===== config.mk =====
export PLATFORM = sky130hd
export DESIGN_NAME = mbus_regif
export DESIGN_NICKNAME = d
export VERILOG_FILES = /design/src/rtl/mbus_pkg.sv /design/src/rtl/mbus_latch.sv /design/src/rtl/mbus_ram.sv /design/src/rtl/mbus_ctl.sv /design/src/rtl/mbus_rdmux.sv /design/src/rtl/mbus_regif.sv
export SDC_FILE = /design/constraint.sdc
export NUM_CORES = 2
export LEC_CHECK = 0
export BUFFER_PORTS_ARGS = -buffer_cell sky130_fd_sc_hd__buf_2
export CORE_ASPECT_RATIO = 0.5
export CORE_MARGIN = 5
export CORE_UTILIZATION = 40
export CTS_BUF_LIST = sky130_fd_sc_hd__clkbuf_4
export DETAILED_ROUTE_END_ITERATION = 6
export MAX_ROUTING_LAYER = met4
export PLACE_DENSITY_LB_ADDON = 0.2
export SETUP_SLACK_MARGIN = 0.3
export SYNTH_ARGS = -nofsm -noshare
export SYNTH_HDL_FRONTEND = slang
export SYNTH_HIERARCHICAL = 1
export SYNTH_SLANG_ARGS = --single-unit

===== constraint.sdc =====
create_clock -name clk -period 3.4 [get_ports clk]
set_input_delay 0.51 -clock clk [delete_from_list [all_inputs] [get_ports clk]]
set_output_delay 0.51 -clock clk [all_outputs]
set_load 0.02 [all_outputs]

===== src/rtl/mbus_pkg.sv =====
package mbus_pkg;
   localparam logic [2:0] IO_CS  = 3'd0;
   localparam logic [2:0] IO_PA  = 3'd1;
   localparam logic [2:0] IO_PB  = 3'd2;
   localparam logic [2:0] IO_PC  = 3'd3;
   localparam logic [2:0] IO_TLO = 3'd4;
   localparam logic [2:0] IO_THI = 3'd5;

   typedef struct packed {
      logic [1:0] tcmd;
      logic       ie_b;
      logic       ie_a;
      logic [1:0] pc_mode;
      logic       pb_out;
      logic       pa_out;
   } cmd_t;

   typedef struct packed {
      logic rsvd;
      logic tflag;
      logic ie_b;
      logic bf_b;
      logic intr_b;
      logic ie_a;
      logic bf_a;
      logic intr_a;
   } stat_t;
endpackage


===== src/rtl/mbus_latch.sv =====
module mbus_latch #(
   parameter bit CE_ACT_HIGH = 1'b0,
   parameter int BW          = 8
) (
   input  logic          clk,
   input  logic          rst,
   input  logic          ale,
   input  logic [BW-1:0] ad_in,
   input  logic          ce,
   input  logic          io_sel,
   input  logic          rd_n,
   input  logic          wr_n,
   output logic [BW-1:0] lat_addr,
   output logic          lat_io,
   output logic          lat_sel,
   output logic          wr_stb,
   output logic          rd_end,
   output logic          rd_act
);
   logic ce_act, ale_q, rd_q, wr_q, ale_fall;

   generate
      if (CE_ACT_HIGH) begin : g_ce_hi
         assign ce_act = ce;
      end else begin : g_ce_lo
         assign ce_act = ~ce;
      end
   endgenerate

   assign ale_fall = ale_q & ~ale;

   always_ff @(posedge clk or posedge rst) begin
      if (rst) begin
         ale_q    <= 1'b0;
         rd_q     <= 1'b1;
         wr_q     <= 1'b1;
         lat_addr <= '0;
         lat_io   <= 1'b0;
         lat_sel  <= 1'b0;
      end else begin
         ale_q <= ale;
         rd_q  <= rd_n;
         wr_q  <= wr_n;
         if (ale_fall) begin
            lat_addr <= ad_in;
            lat_io   <= io_sel;
            lat_sel  <= ce_act;
         end
      end
   end

   assign wr_stb = wr_q & ~wr_n & lat_sel;
   assign rd_end = ~rd_q & rd_n & lat_sel;
   assign rd_act = ~rd_n & lat_sel;

   p_addr_capture_r1: assert property (@(posedge clk) disable iff (rst)
      ale_fall |=> (lat_addr == $past(ad_in)) && (lat_io == $past(io_sel)));
   p_addr_hold_r1: assert property (@(posedge clk) disable iff (rst)
      !ale_fall |=> $stable(lat_addr) && $stable(lat_sel));
endmodule


===== src/rtl/mbus_ram.sv =====
module mbus_ram #(
   parameter int AW = 8,
   parameter int DW = 8
) (
   input  logic          clk,
   input  logic          we,
   input  logic [AW-1:0] addr,
   input  logic [DW-1:0] wdata,
   output logic [DW-1:0] rdata
);
   localparam int DEPTH = 1 << AW;
   logic [DW-1:0] mem [DEPTH];

   always_ff @(posedge clk) begin
      if (we) mem[addr] <= wdata;
   end

   assign rdata = mem[addr];
endmodule


===== src/rtl/mbus_ctl.sv =====
module mbus_ctl
   import mbus_pkg::*;
#(
   parameter int BW = 8
) (
   input  logic          clk,
   input  logic          rst,
   input  logic          io_wr,
   input  logic [2:0]    sel,
   input  logic [BW-1:0] wdata,
   input  logic          stat_rd_end,
   input  logic          tmr_tc,
   output cmd_t          cmd,
   output logic          tflag,
   output logic          tmr_cmd_pulse,
   output logic          reg_wr_en,
   output logic [2:0]    reg_wr_addr,
   output logic [BW-1:0] reg_wr_data
);
   logic cmd_wr, fwd_wr;

   assign cmd_wr = io_wr & (sel == IO_CS);
   assign fwd_wr = io_wr & (sel >= IO_PA) & (sel <= IO_THI);

   always_ff @(posedge clk or posedge rst) begin
      if (rst) begin
         cmd           <= '0;
         tflag         <= 1'b0;
         tmr_cmd_pulse <= 1'b0;
         reg_wr_en     <= 1'b0;
         reg_wr_addr   <= '0;
         reg_wr_data   <= '0;
      end else begin
         tmr_cmd_pulse <= cmd_wr & (wdata[7:6] != 2'b00);
         if (cmd_wr) cmd <= cmd_t'(wdata[7:0]);
         reg_wr_en <= fwd_wr;
         if (fwd_wr) begin
            reg_wr_addr <= sel;
            reg_wr_data <= wdata;
         end
         if (tmr_tc)           tflag <= 1'b1;
         else if (stat_rd_end) tflag <= 1'b0;
      end
   end

   p_flag_set_r7: assert property (@(posedge clk) disable iff (rst)
      tmr_tc |=> tflag);
   p_pulse_single_r10: assert property (@(posedge clk) disable iff (rst)
      tmr_cmd_pulse |=> !tmr_cmd_pulse);
   p_pulse_cmd_r10: assert property (@(posedge clk) disable iff (rst)
      tmr_cmd_pulse |-> (cmd.tcmd != 2'b00));
   p_fwd_range_r11: assert property (@(posedge clk) disable iff (rst)
      reg_wr_en |-> (reg_wr_addr != IO_CS) && (reg_wr_addr <= IO_THI));
endmodule


===== src/rtl/mbus_rdmux.sv =====
module mbus_rdmux
   import mbus_pkg::*;
#(
   parameter int BW  = 8,
   parameter int PCW = 6
) (
   input  logic           lat_io,
   input  logic [2:0]     sel,
   input  logic           rd_act,
   input  logic [BW-1:0]  ram_rdata,
   input  stat_t          status,
   input  logic [BW-1:0]  pa_rd,
   input  logic [BW-1:0]  pb_rd,
   input  logic [PCW-1:0] pc_rd,
   input  logic [BW-1:0]  tlo_rd,
   input  logic [BW-1:0]  thi_rd,
   output logic [BW-1:0]  ad_out,
   output logic           ad_oe
);
   logic          tgt_ok;
   logic [BW-1:0] io_val;

   assign tgt_ok = ~lat_io | (sel <= IO_THI);
   assign ad_oe  = rd_act & tgt_ok;

   always_comb begin
      io_val = '0;
      case (sel)
         IO_CS:   io_val[7:0] = status;
         IO_PA:   io_val = pa_rd;
         IO_PB:   io_val = pb_rd;
         IO_PC:   io_val[PCW-1:0] = pc_rd;
         IO_TLO:  io_val = tlo_rd;
         IO_THI:  io_val = thi_rd;
         default: io_val = '0;
      endcase
   end

   assign ad_out = !ad_oe ? '0 : (lat_io ? io_val : ram_rdata);
endmodule


===== src/rtl/mbus_regif.sv =====
module mbus_regif
   import mbus_pkg::*;
#(
   parameter bit CE_ACT_HIGH = 1'b0,
   parameter int BW          = 8,
   parameter int MAW         = 8,
   parameter int PCW         = 6
) (
   input  logic           clk,
   input  logic           rst,
   input  logic           ale,
   input  logic [BW-1:0]  ad_in,
   input  logic           ce,
   input  logic           io_sel,
   input  logic           rd_n,
   input  logic           wr_n,
   output logic [BW-1:0]  ad_out,
   output logic           ad_oe,
   output logic           pa_out,
   output logic           pb_out,
   output logic [1:0]     pc_mode,
   output logic           ie_a,
   output logic           ie_b,
   output logic [1:0]     tmr_cmd,
   output logic           tmr_cmd_pulse,
   output logic           reg_wr_en,
   output logic [2:0]     reg_wr_addr,
   output logic [BW-1:0]  reg_wr_data,
   input  logic [BW-1:0]  pa_rd,
   input  logic [BW-1:0]  pb_rd,
   input  logic [PCW-1:0] pc_rd,
   input  logic [BW-1:0]  tlo_rd,
   input  logic [BW-1:0]  thi_rd,
   input  logic           a_intr,
   input  logic           a_bf,
   input  logic           b_intr,
   input  logic           b_bf,
   input  logic           tmr_tc
);
   generate
      if (BW != 8) begin : g_bad_bw
         $error("mbus_regif: BW must be 8");
      end
      if (MAW > BW || MAW < 1) begin : g_bad_maw
         $error("mbus_regif: MAW must be 1..BW");
      end
      if (PCW > BW || PCW < 1) begin : g_bad_pcw
         $error("mbus_regif: PCW must be 1..BW");
      end
   endgenerate

   logic [BW-1:0] lat_addr, ram_rdata;
   logic          lat_io, lat_sel, wr_stb, rd_end, rd_act, tflag;
   cmd_t          cmd;
   stat_t         status;

   mbus_latch #(.CE_ACT_HIGH(CE_ACT_HIGH), .BW(BW)) u_latch (
      .clk(clk), .rst(rst), .ale(ale), .ad_in(ad_in), .ce(ce),
      .io_sel(io_sel), .rd_n(rd_n), .wr_n(wr_n), .lat_addr(lat_addr),
      .lat_io(lat_io), .lat_sel(lat_sel), .wr_stb(wr_stb),
      .rd_end(rd_end), .rd_act(rd_act));

   mbus_ram #(.AW(MAW), .DW(BW)) u_ram (
      .clk(clk), .we(wr_stb & ~lat_io), .addr(lat_addr[MAW-1:0]),
      .wdata(ad_in), .rdata(ram_rdata));

   mbus_ctl #(.BW(BW)) u_ctl (
      .clk(clk), .rst(rst), .io_wr(wr_stb & lat_io), .sel(lat_addr[2:0]),
      .wdata(ad_in), .stat_rd_end(rd_end & lat_io & (lat_addr[2:0] == IO_CS)),
      .tmr_tc(tmr_tc), .cmd(cmd), .tflag(tflag),
      .tmr_cmd_pulse(tmr_cmd_pulse), .reg_wr_en(reg_wr_en),
      .reg_wr_addr(reg_wr_addr), .reg_wr_data(reg_wr_data));

   always_comb begin
      status        = '0;
      status.intr_a = a_intr;
      status.bf_a   = a_bf;
      status.ie_a   = cmd.ie_a;
      status.intr_b = b_intr;
      status.bf_b   = b_bf;
      status.ie_b   = cmd.ie_b;
      status.tflag  = tflag;
   end

   mbus_rdmux #(.BW(BW), .PCW(PCW)) u_rdmux (
      .lat_io(lat_io), .sel(lat_addr[2:0]), .rd_act(rd_act),
      .ram_rdata(ram_rdata), .status(status), .pa_rd(pa_rd), .pb_rd(pb_rd),
      .pc_rd(pc_rd), .tlo_rd(tlo_rd), .thi_rd(thi_rd),
      .ad_out(ad_out), .ad_oe(ad_oe));

   assign pa_out  = cmd.pa_out;
   assign pb_out  = cmd.pb_out;
   assign pc_mode = cmd.pc_mode;
   assign ie_a    = cmd.ie_a;
   assign ie_b    = cmd.ie_b;
   assign tmr_cmd = cmd.tcmd;

   p_oe_needs_rd_r9: assert property (@(posedge clk) disable iff (rst)
      ad_oe |-> !rd_n);
   p_quiet_bus_r9: assert property (@(posedge clk) disable iff (rst)
      !ad_oe |-> (ad_out == '0));
   p_cmd_from_write_r5: assert property (@(posedge clk) disable iff (rst)
      (tmr_cmd != $past(tmr_cmd)) |-> $past(wr_stb & lat_io));
endmodule


Yosys cells after proc, flatten, opt, wreduce, memory -nomap -nowiden
Memory sizes are Yosys's and may differ from the RTL's.
Cells that the tools add are included.
{ "op_classes": {"magnitude_cmp": 2, "bitwise_logic": 22, "n_reduce_logical": 3, "muxes": 8, "n_eq_ne": 5} }
{ "op_table": {"columns": ["operator", "count"], "rows": [
  ["$pmux 6 s6", 1],
  ["$mux 8", 2],
  ["$and 1x1->1", 15],
  ["$pmux 2 s5", 1],
  ["$eq 3x2->1 const B", 2],
  ["$eq 3x3->1 const B", 2],
  ["$not 1->1", 6],
  ["$mux 1", 4],
  ["$reduce_bool 2->1", 2],
  ["$eq 3x1->1 const B", 1],
  ["$ge 3x1->1 const B", 1],
  ["$le 3x3->1 const B", 1],
  ["$logic_not 3->1", 1],
  ["$or 1x1->1", 1]
]} }
{ "totals": {"reg_bits": 35, "wordCells": 58, "mem_bits_rw": 2048, "output_inout_bits": 30, "inputBits": 58, "n_memories": 1} }
{ "mem_list": {"columns": ["name", "words", "width", "rd", "rd_clocked_by_memory_dff", "write_ports", "line_no", "source"], "rows": [
  ["u_ram.mem", 256, 8, 1, 0, 1, "mbus_ram.sv:12", "logic [DW-1:0] mem [DEPTH];"]
]} }

Depth between registers and ports, before layout
{ "logic_depth": {"word_depth": 7, "ltp_mapped": 11} }

Hierarchy
Netlist, hierarchy kept.
{ "modules_own_cells": {"columns": ["module", "seq_area_each_um2", "n_inst", "cells_per_inst", "area_per_inst_um2"], "rows": [
  ["mbus_ram", 61499.0, 1, 3539, 78332.6],
  ["mbus_ctl", 550.5, 1, 100, 1081.0],
  ["mbus_rdmux", 0.0, 1, 75, 601.8],
  ["mbus_latch", 327.8, 1, 30, 533.0],
  ["mbus_regif", 0.0, 1, 5, 32.5]
]} }

Least setup slack after synthesis
OpenSTA, ideal clock, no wires.
{ "synth_timing": {"path_kind": "reg-to-output", "start": "register u_latch.lat_addr[0]", "end": "output ad_out[0]", "stages_incl_launch_ff": 10, "t_arrival_ns": 2.499, "slack_ns": 0.391, "path_cell_list": "dfrtp_1 -> buf_2 -> buf_2 -> buf_2 -> mux4_2 -> a22oi_1 -> a21oi_1 -> o41ai_1 -> nand4_1 -> o211a_1"} }
{ "synth_lines": {"columns": ["element", "line_no", "source"], "rows": [
  ["from (decl)", "mbus_latch.sv:13", "output logic [BW-1:0] lat_addr,"],
  ["from (signal assigned)", "mbus_latch.sv:45", "lat_addr <= ad_in;"],
  ["$mem_v2 256x8", null, null],
  ["via ram_rdata[0]", "mbus_regif.sv:52", "logic [BW-1:0] lat_addr, ram_rdata;"],
  ["$mux 8 (2 in a row)", "mbus_rdmux.sv:39", "assign ad_out = !ad_oe ? '0 : (lat_io ? io_val : ram_rdata);"],
  ["to (decl)", "mbus_regif.sv:17", "output logic [BW-1:0] ad_out,"]
]} }
The timed path passes the listed nets, and every way through them passes these cells.

Worst setup path after layout
{ "layout_timing": {"start": "register u_latch.lat_addr[0]", "end": "output ad_out[2]"} }
Same word-level chain as after synthesis.

==> summary.txt <==
Outcome
  – Status: finished with violations
  – Failing checks: negative setup slack

Min path
  – Hold Crit Depth: 4
  – Min-Delay Path Class: in2reg

Finish
  – Commonest cells after routing, fill and taps aside: edfxtp_1 (2048), clkbuf_4 (700), buf_4 (568), mux4_2 (513), nor2_1 (241)
  – Non-filler instance count after layout: 7818
  – Area growth from synthesis to layout: 20.4%
  – Leading cell type in the layout, fill and taps excluded: edfxtp_1
  – Fraction of layout cells with a size suffix above 1: 0.427
  – Final net count: 4829

GRT
  – Initial antenna violation count: 8
  – Remaining Overflow, GRT: 0
  – Vias in the first global route: 44500
  – First-pass GRT wire length: 314000 um
  – Global-route usage over all layers: 0.209
  – Pin count of the biggest net entering global routing: 137

Power
  – Total power: 0.0561 W
  – PwrDens: 578 mW/mm^2
  – Leak: 31.8 nW
  – Worst VDD drop: 0.000254 V

Routing
  – 1st-pass router iterations: 6
  – Routed WL: 218000 um
  – 1st-iter DRT viols: 4653
  – DRC viols: 0
  – Wirelength per Cell: 27.9 um
  – Routed via count: 43500
  – DR vias/cell: 5.56
  – Routed Antenna Nets: 0

Yosys
  – Mean Syn Cell Area: 21.5 um^2
  – Largest area contributor in the netlist: edfxtp_1
  – Yosys cell types: 55
  – Synth top area share: 0.763
  – #FFs+latches synth: 2083
  – Top post-synthesis cells by area: edfxtp_1 (76%), mux4_2 (14%), a22oi_1 (2.4%)
  – Part of the Yosys area used for sequential elements: 0.774
  – Ys async rst share: 0.0168
  – Post-synth top flop: edfxtp_1
  – YS warnings: 6
  – Syn_nets: 3807
  – Post-Syn Area: 0.0806 mm^2
  – Post-synth EDFFs: 2048
  – Synthesized instance count: 3749

Die
  – Starting Density: 0.403
  – Core area: 0.200 mm^2
  – Die W: 645 um
  – Placement Rows: 116
  – Die outline area: 0.211 mm^2
  – Num ports: 88
  – Die Ht: 327 um

Clock tree
  – Worst-Skew Late Latency: 1240 ps
  – H-Tree Depth: 5
  – Max clock buf depth: 4
  – CTS buffer count: 474
  – CTS root buffer: clkbuf_4
  – # clock sinks: 2083
  – Clk slew on worst S/H paths: 80 ps
  – CTS tree: yes

STA
  – RSZ-0062 raised after global routing: true
  – Max Fclk: 0.198 GHz
  – # setup viols final: 8
  – Hold Vio Cnt, Final: 0
  – Rel. slew slack: 0.374
  – Measured slew at the worst slew-check pin: 939 ps
  – Final Cycle Share: 1.49
  – Fin crit period: 5060 ps
  – Worst Skew: 124 ps
  – Setup TNS: -13010 ps
  – Setup ws final: -1660 ps
  – Max Slew Vio Count: 0

Worst setup path
  – CP most frequent cell: buf_12
  – Critical-path cell list: buf_12 > buf_12 > buf_12 > buf_12 > mux4_2 > a22oi_2 > a21oi_2 > o41ai_4 > buf_4 > nand4_1 > o211a_1 > buf_2
  – Worst EP arrival: 4550 ps
  – CP max FO: 8
  – WS Path Type: reg2out
  – CP Buf/Inv Count: 6
  – Crit. End Element: output port
  – Critical path depth: 12
  – Top delay family on crit path: compound AO/OA/AOI/OAI gates
  – Max stage delay on crit path: 570 ps
  – Slowest CP cell: mux4_2
  – Reg2Reg Depth: 10
  – Crit start category: register
  – Worst path required time: 2890 ps

Place
  – RePlAce Congestion: 0.847
  – Post-DP HPWL: 135000 um
  – Placed insts: 6856
  – Buffers added on ports: 87

Job
  – Max_cap viols: 0
[cells in the mapped netlist (all sizes together), types with 4 or more instances]
master  number
nor2       242
nand2       36
nor4         5
nor3b        4
edfxtp    2048
o211ai       4
inv          9
nand4        8
dfrtp       33
buf         99
mux2        25
o21ai        8
nand2b      11
clkbuf     150
mux2i        8
o41ai       32
o211a        6
and2         5
nor2b       12
a311o        4
o22ai        6
and3b        5
nand3       15
mux4       513
a21oi      141
a22oi      261
nor3        35
[layer usage]
layer	GRT usage	wire, um	vias up
li1	-	-	18300
met1	0.300	95800	23200
met2	0.310	102000	1720
met3	0.0408	15900	286
met4	0.0511	3780	0
met5	-	0	-
[kinds of logic (layout without fill, tap and decap cells)]
| logic type | Yosys count | in the layout | share of synthesized area |
|---|---|---|---|
| and+or+nand+nor | 382 | 382 | 0.0208 |
| AOI/OAI and AO/OA | 478 | 478 | 0.0409 |
| xor gates and xnor gates | 1 | 1 | 0.000109 |
| DFF | 2083 | 2083 | 0.774 |
| other | 1 | 9 | 0.0000465 |
| buffers and inverters | 258 | 1664 | 0.0157 |
| muxes | 546 | 546 | 0.148 |
[cell type report]
cell class              instances  area (um^2)
multi-input cells            1408        17700
inverters                       9         36.3
repair buffers                795         7470
well taps                    2655         3320
clock buffers                 700         5260
flip-flops and latches       2083        62400
diodes                          8         20.0
fillers                     16600       103000
clock inverters               160          828
[timing repair]
action	CTS	global route
resized for setup	95	87
setup endpoints to repair	9	9
hold endpoints to repair	1121	0
hold buffers	22	0
gates cloned	5	6
setup buffers	12	49
pin swaps	8	21
[stage by stage]
stage / setup WS [ps] / hold WS [ps] / utilization / area [um^2]
detailed placement: -1190 / 478 / 0.444 / 89000
floorplan: 391 / 386 / - / 80600
global placement: -1150 / 476 / 0.444 / 89000
global route: -1860 / 162 / 0.485 / 97000
CTS: -1880 / 151 / 0.480 / 96000
finish: -1660 / 317 / 0.485 / 97000
[worst reg2reg max path: stages (launching register included)]
cell     delay [ps]
dfrtp_4         540
buf_12          160
buf_12          160
buf_4           190
buf_12          150
nor2_1          110
buf_4           230
nand3_1         230
buf_4           330
nor2_1          280
buf_4           230
[path summary, 6_finish.rpt]
| check | from | slack [ps] | endpoint |
|---|---|---|---|
| max in group asynchronous | rst | 2070 | u_latch/lat_addr[0] |
| min reg2reg | u_ctl/tflag | 500 | u_ctl/tflag |
| min | ale | 320 | u_latch/lat_sel |
| max | u_latch/lat_addr[0] | -1660 | ad_out[2] |
| min in group asynchronous | rst | 630 | u_latch/lat_addr[5] |
| max reg2reg | u_latch/lat_addr[1] | 460 | u_ram/mem[60][7] |
[power breakdown]
group,internal (W),switching [W]
registers,0.0283,0.0000774
clock network,0.00984,0.00989
logic,0.00359,0.00442
[registers in the layout (all words and copies together) (netlist names), 3 cells and up]
register / count
u_ctl/cmd: 8
u_ctl/reg_wr_addr: 3
u_ctl/reg_wr_data: 8
u_latch/lat_addr: 8
u_ram/mem: 2048
Note: power is estimated with default switching activity, not from simulation.
